===== src/rtl/swd_pkg.sv =====
package swd_pkg;
  localparam int unsigned SWD_M_W = 8;
  localparam int unsigned SWD_A_W = 3;

  typedef enum logic {
    PS_BASE    = 1'b0,
    PS_SWALLOW = 1'b1
  } ps_mode_e;
endpackage


===== src/rtl/swd_word_latch.sv =====
module swd_word_latch #(
  parameter int unsigned M_W = swd_pkg::SWD_M_W,
  parameter int unsigned A_W = swd_pkg::SWD_A_W
) (
  input  logic               clk,
  input  logic               rst,
  input  logic               load_en,
  input  logic [M_W+A_W-1:0] word,
  output logic [M_W-1:0]     m_act,
  output logic [A_W-1:0]     a_act,
  output logic               bad
);
  // capture at reset and whenever the sequencer allows it
  always_ff @(posedge clk) begin
    if (rst || load_en) begin
      m_act <= word[M_W+A_W-1:A_W];
      a_act <= word[A_W-1:0];
    end
  end

  always_comb begin
    bad = (m_act == '0) || (M_W'(a_act) > m_act);
  end
endmodule


===== src/rtl/swd_prescaler.sv =====
module swd_prescaler #(
  parameter int unsigned A_W = swd_pkg::SWD_A_W
) (
  input  logic               clk,
  input  logic               rst,
  input  logic               run,
  input  swd_pkg::ps_mode_e  mode,
  output logic               tick
);
  import swd_pkg::*;

  localparam int unsigned N  = 1 << A_W;
  localparam int unsigned CW = A_W + 1;

  logic [CW-1:0] pcnt;
  logic [CW-1:0] last;

  always_comb begin
    last = (mode == PS_SWALLOW) ? CW'(N) : CW'(N - 1);
    tick = run && (pcnt == last);
  end

  always_ff @(posedge clk) begin
    if (rst || !run) begin
      pcnt <= '0;
    end else if (tick) begin
      pcnt <= '0;
    end else begin
      pcnt <= pcnt + CW'(1);
    end
  end


  pscale_range_chk: assert property (@(posedge clk) disable iff (rst)
    pcnt <= CW'(N));


  swallow_mode_chk: assert property (@(posedge clk) disable iff (rst)
    (pcnt == CW'(N)) |-> (mode == PS_SWALLOW));
endmodule


===== src/rtl/swd_mod_counter.sv =====
module swd_mod_counter #(
  parameter int unsigned M_W = swd_pkg::SWD_M_W,
  parameter int unsigned A_W = swd_pkg::SWD_A_W
) (
  input  logic               clk,
  input  logic               rst,
  input  logic               run,
  input  logic               tick,
  input  logic [M_W-1:0]     m_act,
  input  logic [A_W-1:0]     a_act,
  output swd_pkg::ps_mode_e  mode,
  output logic               cycle_end
);
  import swd_pkg::*;

  logic [M_W-1:0] mcnt;
  logic [A_W-1:0] acnt;
  logic           m_last;

  always_comb begin
    mode      = (acnt < a_act) ? PS_SWALLOW : PS_BASE;
    m_last    = (mcnt == (m_act - M_W'(1)));
    cycle_end = tick && m_last;
  end

  always_ff @(posedge clk) begin
    if (rst || !run) begin
      mcnt <= '0;
      acnt <= '0;
    end else if (tick) begin
      if (m_last) begin
        mcnt <= '0;
        acnt <= '0;
      end else begin
        mcnt <= mcnt + M_W'(1);
        acnt <= acnt + A_W'(mode == PS_SWALLOW);
      end
    end
  end


  swallow_bound_chk: assert property (@(posedge clk) disable iff (rst)
    run |-> (acnt <= a_act));


  main_bound_chk: assert property (@(posedge clk) disable iff (rst)
    run |-> (mcnt < m_act));
endmodule


===== src/rtl/swd_out_stage.sv =====
module swd_out_stage (
  input  logic clk,
  input  logic rst,
  input  logic cycle_end,
  input  logic bad,
  output logic div_pulse,
  output logic div_clk
);
  logic pulse_q;
  logic tog_q;

  always_ff @(posedge clk) begin
    if (rst) begin
      pulse_q <= 1'b0;
    end else begin
      pulse_q <= cycle_end;
    end
  end

  always_ff @(posedge clk) begin
    if (rst || bad) begin
      tog_q <= 1'b0;
    end else if (cycle_end) begin
      tog_q <= ~tog_q;
    end
  end

  always_comb begin
    div_pulse = pulse_q & ~bad;
    div_clk   = tog_q & ~bad;
  end


  pulse_width_chk: assert property (@(posedge clk) disable iff (rst)
    div_pulse |=> !div_pulse);


  toggle_with_pulse_chk: assert property (@(posedge clk) disable iff (rst)
    (!bad && !$past(bad) && (div_clk != $past(div_clk))) |-> div_pulse);
endmodule


===== src/rtl/swallow_divider.sv =====
module swallow_divider #(
  parameter int unsigned M_W = swd_pkg::SWD_M_W,
  parameter int unsigned A_W = swd_pkg::SWD_A_W
) (
  input  logic               clk,
  input  logic               rst,
  input  logic [M_W+A_W-1:0] div_word,
  output logic               div_pulse,
  output logic               div_clk,
  output logic               bad_setting
);
  import swd_pkg::*;

  logic [M_W-1:0] m_act;
  logic [A_W-1:0] a_act;
  logic           bad;
  logic           run;
  logic           tick;
  logic           cycle_end;
  logic           load_en;
  ps_mode_e       mode;

  always_comb begin
    run         = ~bad;
    load_en     = cycle_end | bad;
    bad_setting = bad;
  end

  swd_word_latch #(.M_W(M_W), .A_W(A_W)) u_latch (
    .clk     (clk),
    .rst     (rst),
    .load_en (load_en),
    .word    (div_word),
    .m_act   (m_act),
    .a_act   (a_act),
    .bad     (bad)
  );

  swd_prescaler #(.A_W(A_W)) u_prescaler (
    .clk  (clk),
    .rst  (rst),
    .run  (run),
    .mode (mode),
    .tick (tick)
  );

  swd_mod_counter #(.M_W(M_W), .A_W(A_W)) u_counter (
    .clk       (clk),
    .rst       (rst),
    .run       (run),
    .tick      (tick),
    .m_act     (m_act),
    .a_act     (a_act),
    .mode      (mode),
    .cycle_end (cycle_end)
  );

  swd_out_stage u_out (
    .clk       (clk),
    .rst       (rst),
    .cycle_end (cycle_end),
    .bad       (bad),
    .div_pulse (div_pulse),
    .div_clk   (div_clk)
  );


  mid_cycle_hold_chk: assert property (@(posedge clk) disable iff (rst)
    (!$past(cycle_end) && !$past(bad)) |-> ($stable(m_act) && $stable(a_act)));


  invalid_idle_chk: assert property (@(posedge clk) disable iff (rst)
    bad |-> !cycle_end);
endmodule


===== config.mk =====
export PLATFORM = sky130hd
export DESIGN_NAME = swallow_divider
export DESIGN_NICKNAME = d
export VERILOG_FILES = /design/src/rtl/swd_pkg.sv /design/src/rtl/swd_word_latch.sv /design/src/rtl/swd_prescaler.sv /design/src/rtl/swd_mod_counter.sv /design/src/rtl/swd_out_stage.sv /design/src/rtl/swallow_divider.sv
export SDC_FILE = /design/constraint.sdc
export NUM_CORES = 1
export LEC_CHECK = 0
export BUFFER_PORTS_ARGS = -buffer_cell sky130_fd_sc_hd__clkbuf_2
export CORE_MARGIN = 2
export CORE_UTILIZATION = 52
export DETAILED_ROUTE_END_ITERATION = 10
export GPL_ROUTABILITY_DRIVEN = 0
export PLACE_DENSITY = 0.82
export SETUP_SLACK_MARGIN = 0.5
export SYNTH_ARGS = -nofsm -noshare
export SYNTH_HDL_FRONTEND = slang
export SYNTH_HIERARCHICAL = 1
export SYNTH_SLANG_ARGS = --single-unit

===== constraint.sdc =====
create_clock -name clk -period 3.1 [get_ports clk]
set_input_delay 0.465 -clock clk [delete_from_list [all_inputs] [get_ports clk]]
set_output_delay 0.465 -clock clk [all_outputs]
set_load 0.02 [all_outputs]

==> results of run 1 <==
repair_timing:
item                       CTS  global route
cloned                       1             0
pin swaps                    4             5
setup buffers               10             3
gates resized for setup      2             6
setup endpoints to repair   18            23
sequential cells by signal, summed over array words and instances, names as in the netlist:
name              count
u_out/tog_q           1
u_latch/a_act         3
u_prescaler/pcnt      4
u_out/pulse_q         1
u_counter/acnt        3
u_latch/m_act         8
u_counter/mcnt        8
per-stage QoR:
stage	power [W]	setup slack [ns]
2_1_floorplan	0.0004672	0.4260
3_3_place_gp	0.0004843	0.3190
3_5_place_dp	0.0004932	0.1938
4_1_cts	0.0007364	0.3458
5_1_grt	0.0007620	0.2562
6_report	0.0007348	0.3688
worst max-delay path, cell delays in order (launching register included):
cell and delay (ns):
edfxtp_1 0.42, inv_1 0.08, ha_1 0.23, a21o_1 0.17, a21oi_2 0.14, or3b_4 0.42, o32ai_4 0.24, and2_4 0.19
and3_4 0.16, and4_1 0.22, nand3_1 0.10, xor2_1 0.16, a211oi_1 0.16
area by class of cell:
class / instances / area (um^2)
clock buffers: 3 / 22.52
well taps: 33 / 41.29
clock inverters: 1 / 30.03
fillers: 223 / 1082
flip-flops and latches: 28 / 670.6
inverters: 11 / 41.29
repair buffers: 31 / 207.7
multi-input cells: 113 / 882.1
cells by family after synthesis:
group,count (synthesis)
AND/OR/NAND/NOR,53
AO/OA/AOI/OAI,32
flip-flops,28
XOR/XNOR,17
buffers and inverters,16
adder cells (fa/ha/maj),10
power by group through the flow:
stage               clock network, W  logic (W)  registers (W)
floorplan                          0  0.0000515       0.000416
global placement                   0  0.0000653       0.000419
detailed placement                 0  0.0000727       0.000421
CTS                         0.000245  0.0000813       0.000410
global route                0.000256  0.0000937       0.000412
finish                      0.000239  0.0000848       0.000411
placed cells by master, fill, tap and decap left out, types with 2 or more instances in the layout:
cell type and n:
a211oi_2 4, buf_4 15, nand2_1 5, edfxtp_1 11
clkbuf_2 15, clkbuf_4 3, nand3_1 5, or2_4 3
ha_1 10, a31oi_1 4, nor3_1 5, a21oi_1 8
xor2_1 7, nand2b_1 5, inv_1 11, xnor2_1 9
nor2b_1 3, dfxtp_1 17, and2_4 2, a211oi_1 2
nand4_1 4, nand3b_1 7, nor4_1 4, o21ai_0 8
per-layer routing:
metal	up-vias	track usage (%)	share of wire [%]	wire (um)
li1	633	-	-	-
met1	652	24.86	38	1379
met2	55	41.60	53	1933
met3	20	3.712	4.2	151
met4	0	12.99	4.4	161
met5	-	0	0	0
worst max path at each step:
| stage | from | endpoint | cells after the start |
|---|---|---|---|
| 3_3_place_gp | u_latch/a_act[1]$_DFFE_PP_ | u_counter/mcnt[7]$_SDFFE_PP0P_ | 12 |
| 6_report | u_latch/a_act[1]$_DFFE_PP_ | u_counter/mcnt[7]$_SDFFE_PP0P_ | 12 |
| 3_5_place_dp | u_latch/a_act[1]$_DFFE_PP_ | u_counter/mcnt[7]$_SDFFE_PP0P_ | 12 |
| 5_1_grt | u_latch/a_act[1]$_DFFE_PP_ | u_counter/mcnt[7]$_SDFFE_PP0P_ | 12 |
| 4_1_cts | u_latch/a_act[1]$_DFFE_PP_ | u_counter/mcnt[7]$_SDFFE_PP0P_ | 12 |
| 2_1_floorplan | u_latch/a_act[1]$_DFFE_PP_ | u_counter/mcnt[7]$_SDFFE_PP0P_ | 12 |
==> key figures, run 1 <==
Layout
  • # diodes: 0
  • Post-layout util: a little under two thirds
  • Non-Filler Instances: 220
  • Area Growth Syn to Fin: 19.20%
  • Layout cell share with drive strength beyond 1: 28.88%
  • Final instance area: around 1900 um^2
  • Final nets: approximately 210

Synthesis
  • EDFF count, synth: 11
  • Main combinational cell family by area after synthesis: simple AND/OR/NAND/NOR gates
  • Asr flop ratio synth: 0%
  • Post-synthesis sequential area ratio: 42.17%
  • Cell Area, Synth: ~1600 um^2
  • Post-synthesis mux area share: 0%
  • Xor and xnor area share after synthesis: approximately 9.8%
  • Yosys cell types: 39
  • Top post-synthesis cells by area: dfxtp_1, edfxtp_1, ha_1, xnor2_1, xor2_1
  • Synth cell count leaders: dfxtp_1, edfxtp_1, inv_1
  • Syn Inst Count: ~160
  • Syn Area/Cell: roughly 10 um^2
  • Adder-cell share of the synthesized area: 7.868%
  • Synth warn: 6
  • Synthesized flop and latch total: 28
  • Synth Flop Type: dfxtp_1
  • Simple-gate portion of the synthesized area: 21.24%
  • Leading area contributor after synthesis: dfxtp_1
  • Synth Area in Compound Gates: between 10% and 20%
  • Most frequent cell after synthesis: dfxtp_1
  • Synth top area share: 21.40%
  • Synthesized net count: 179

Place
  • # port buffers: 15
  • Hpwl dp: roughly 2600 um
  • Placement Cell Area: roughly 1700 um^2
  • Placed insts: 202

GRT
  • All-Layer GR Usage: 22.92%
  • First-pass GRT wire length: between 5000 and 6000 um
  • Initial antenna violation count: 0
  • Vias in the first global route: about 1.3k
  • Congestion Overflow GR: 0
  • Largest net degree at the start of global routing: 17

Timing
  • Worst hold slack: around 0.30 ns
  • Final setup violating endpoints: 0
  • Final slew viol count: 0
  • Relative slew slack: between 70% and 80%
  • Final period utilization: approximately nine tenths
  • Worst Skew: ~0.0020 ns
  • Final hold viol count: 0
  • Total Neg Setup Slack: 0 ns
  • Final min period: 2.731 ns
  • RSZ-0062 raised after global routing: yes
  • Fmax: approximately 370 MHz
  • Worst-margin pin slew: about 0.34 ns

Hold path
  • WHS Path Cells: 1
  • Hold Crit Start: div_word[0]
  • Hold Path Class: in2reg
  • Worst hold path endpoint: u_latch/a_act[0]$_DFFE_PP_

Power
  • P_int: roughly 0.00057 W
  • PwrDens: between 300 and 400 nW/um^2
  • Comb pwr share: between 10% and 20%
  • Max VDD drop: around 320 uV
  • P_sw: between 0.00015 and 0.0002 W
  • Flop pwr share: between 50% and 60%
  • Leakage: approximately 0.76 nW
  • Clock network power share: ~33%
  • Sw frac: ~23%

Die
  • Die W: 59.30 um
  • Starting Density: approximately 53%
  • IO Count: 16
  • Die Ht: slightly below 60 um
  • Std-Cell Core Area: 2978 um^2
  • Die area: 3516 um^2
  • Placement row count: 20

Drt
  • Drt total wl: 3625 um
  • Post-DRT Antenna Nets: 0
  • Via count: approximately 1.4k
  • Initial drt markers: 72
  • Vias per cell: around 6.2
  • DR pass1 iterations: 4
  • Residual DRC: 0
  • DR WL/cell: 16.48 um

Clock network
  • CTS H-tree lvls: 1
  • Sink Count: 28
  • Clk pin slew, worst setup/hold paths: approximately 0.15 ns
  • Max clock buf depth: 2
  • Clock tree root driver cell: clkbuf_4
  • Worst-Skew Late Latency: approximately 0.33 ns
  • Total CTS buffers: 3
  • CTS tree: built
  • Post-CTS Hold Buffers: 0

Worst setup path
  • CP max FO: 2
  • Crit end category: register
  • Capturing point of the worst reg2reg path: u_counter/mcnt[7]$_SDFFE_PP0P_
  • Reg2Reg Launch Point: u_latch/a_act[1]$_DFFE_PP_
  • Critical Path AT: about 3.0 ns
  • Reg-to-reg slack, setup: around 0.37 ns
  • Crit path launch type: register
  • Worst endpoint required time: between 3 and 4 ns
  • WS Path Type: reg2reg
  • R2R depth: 12

Outcome
  • Status: complete, no violations

Run
  • Max-Cap Viols: 0
(Power assumes the default switching activity.)
==> run 2: changes to the inputs <==
Settings changed: CELL_PAD_IN_SITES_DETAIL_PLACEMENT from default to 0, CELL_PAD_IN_SITES_GLOBAL_PLACEMENT from default to 1, CORE_UTILIZATION 52 to 41, PLACE_DENSITY 0.82 to 0.83.
==> run 2 against run 1 <==
Effect of this change:
- critical path depth is the same
- sequential cell count stayed put
- register-to-register slack worse by 0.02 ns
- final area up 0.66%
- routed wire length is 14% lower
- die area is 25% higher
- total power increased by 4.6%
- combinational power is 9.9% lower
- sequential power is essentially flat
- clock skew barely moved
==> key figures, run 2 (synthesis gave the netlist of run 1 again) <==
Outcome
  • Status: complete, no violations

Timing
  • Total Neg Setup Slack: 0 ns (unchanged)
  • Relative slew slack: 76.01% (-1.1 points)
  • Fmax: 363.2 MHz (-0.80%)
  • Final setup violating endpoints: 0 (unchanged)
  • Final hold viol count: 0 (unchanged)
  • Worst hold slack: 0.3609 ns (+0.06509 ns)
  • Final period utilization: 88.81% (+0.71 points)
  • Worst Skew: 0.002471 ns (+0.0004467 ns)
  • RSZ-0062 raised after global routing: yes
  • Final min period: 2.753 ns (+0.02202 ns)
  • Final slew viol count: 0 (unchanged)
  • Worst-margin pin slew: 0.3569 ns (+0.01710 ns)

Place
  • # port buffers: 15 (unchanged)
  • Hpwl dp: 2387 um (-6.5%)
  • Placement Cell Area: 1733 um^2 (+1.1%)

Drt
  • Post-DRT Antenna Nets: 0 (unchanged)
  • Vias per cell: 5.243 (-15%)
  • Drt total wl: 3103 um (-14%)
  • Initial drt markers: 43 (-40%)
  • DR WL/cell: 13.49 um (-18%)
  • Residual DRC: 0 (unchanged)
  • DR pass1 iterations: 6 (+2)
  • Via count: 1206 (-11%)

Clock network
  • Max clock buf depth: 2 (unchanged)
  • Clk pin slew, worst setup/hold paths: 0.09 ns (-0.06 ns)
  • Total CTS buffers: 3 (unchanged)
  • Worst-Skew Late Latency: 0.27 ns (-0.06 ns)
  • Clock tree root driver cell: clkbuf_8
  • CTS H-tree lvls: 1 (unchanged)
  • CTS tree: built
  • Sink Count: 28 (unchanged)

Power
  • Max VDD drop: 306.3 uV (-4.6%)
  • Leakage: 0.7457 nW (-2.3%)
  • PwrDens: 402.8 nW/um^2 (+3.9%)

Run
  • Max-Cap Viols: 0 (unchanged)

Die
  • Starting Density: 43.11% (-10 points)
  • Std-Cell Core Area: 3689 um^2 (+24%)
  • Die Ht: 66.28 um (+12%)
  • Placement row count: 22 (+10%)
  • Die area: 4393 um^2 (+25%)
  • IO Count: 16 (unchanged)
  • Die W: 66.28 um (+12%)

Layout
  • Fill count: 336 (+51%)
  • Final instance area: 1908 um^2 (+0.66%)
  • Final nets: 206 (-2.4%)
  • Layout cell share with drive strength beyond 1: 28.57% (-0.31 points)
  • Reg area: 670.6 um^2 (unchanged)
  • Area Growth Syn to Fin: 19.98%
  • Most frequent cells in the layout: dfxtp_1, clkbuf_2, inv_1, buf_4, edfxtp_1
  • Area of the multi-input gates: 907.1 um^2 (+2.8%)
  • Commonest non-fill, non-tap cell in the layout: dfxtp_1
  • # diodes: 0 (unchanged)
  • Largest registers: u_counter/mcnt (8), u_latch/m_act (8), u_prescaler/pcnt (4)

Worst setup path
  • Worst endpoint required time: 3.29 ns (-0.07 ns)
  • CP max FO: 2 (unchanged)
  • Crit path launch type: register
  • Critical Path AT: 2.95 ns (-0.04 ns)
  • WS Path Type: reg2reg
  • Crit end category: register

GRT
  • Congestion Overflow GR: 0 (unchanged)
  • First-pass GRT wire length: 5457 um (-8.2%)
  • Initial antenna violation count: 0 (unchanged)
  • Vias in the first global route: 1297 (-2.6%)
  • All-Layer GR Usage: 16.24% (-6.7 points)
  • Largest net degree at the start of global routing: 17 (unchanged)

Hold path
  • Hold Path Class: in2reg
## run 2: layer usage
layer  GRT usage, %  vias up  wire [um]
met3          2.555        6         63
li1               -      620          -
met1          17.37      564       1356
met5              0        -          0
met2          31.13       16       1621
met4          6.633        0         61
## run 2: repair_timing
item	4_1_cts	5_1_grt
cloned	1	0
resized for setup	2	7
setup buffers	7	1
endpoints found under the setup margin	15	23
pin swaps	9	7
hold buffers	0	0
## run 2: through the flow
| stage | instances | utilization (%) | power, W | setup slack [ns] |
|---|---|---|---|---|
| after global placement | 217 | 46.98 | 0.0004851 | 0.2752 |
| after global routing | 230 | 51.73 | 0.0008059 | 0.2075 |
| after detailed placement | 217 | 46.98 | 0.0004908 | 0.06434 |
| after floorplan | 156 | - | 0.0004672 | 0.4260 |
| final | 230 | 51.73 | 0.0007686 | 0.3468 |
| after CTS | 229 | 50.71 | 0.0007771 | 0.2164 |
## run 2: cell type report
cell class / instances / area share [%]
multi-input combinational: 113 / 47.54
sequential: 28 / 35.15
timing repair buffer: 26 / 8.262
tap: 48 / 3.148
clock buffer: 3 / 2.164
inverter: 11 / 2.164
clock inverter: 1 / 1.574
## run 2: worst paths after layout
kind                                       start                        endpoint  slack, ns  cells after the start
setup / recovery      u_latch/a_act[1]$_DFFE_PP_  u_counter/mcnt[7]$_SDFFE_PP0P_       0.35                     12
hold / removal                       div_word[1]      u_latch/a_act[1]$_DFFE_PP_       0.36                      1
setup reg to reg      u_latch/a_act[1]$_DFFE_PP_  u_counter/mcnt[7]$_SDFFE_PP0P_       0.35                     12
hold reg to reg   u_counter/acnt[0]$_SDFFE_PP0P_  u_counter/acnt[0]$_SDFFE_PP0P_       0.52                      2
## run 2: critical path, stage by stage (launching register included)
cell	delay, ns
edfxtp_1	0.42
inv_1	0.07
ha_1	0.21
a21o_1	0.16
a21oi_2	0.15
or3b_4	0.41
o32ai_4	0.23
and2_4	0.19
and3_4	0.17
and4_4	0.25
nand3_4	0.08
xor2_2	0.17
a211oi_2	0.16
## run 2: report_power, final
group,switching (W),leakage (nW),internal (W),total (W)
sequential,0.0000144,0.245,0.000396,0.000410
combinational,0.0000384,0.465,0.0000379,0.0000764
clock,0.000109,0.0357,0.000173,0.000282
total,0.000162,0.746,0.000607,0.000769
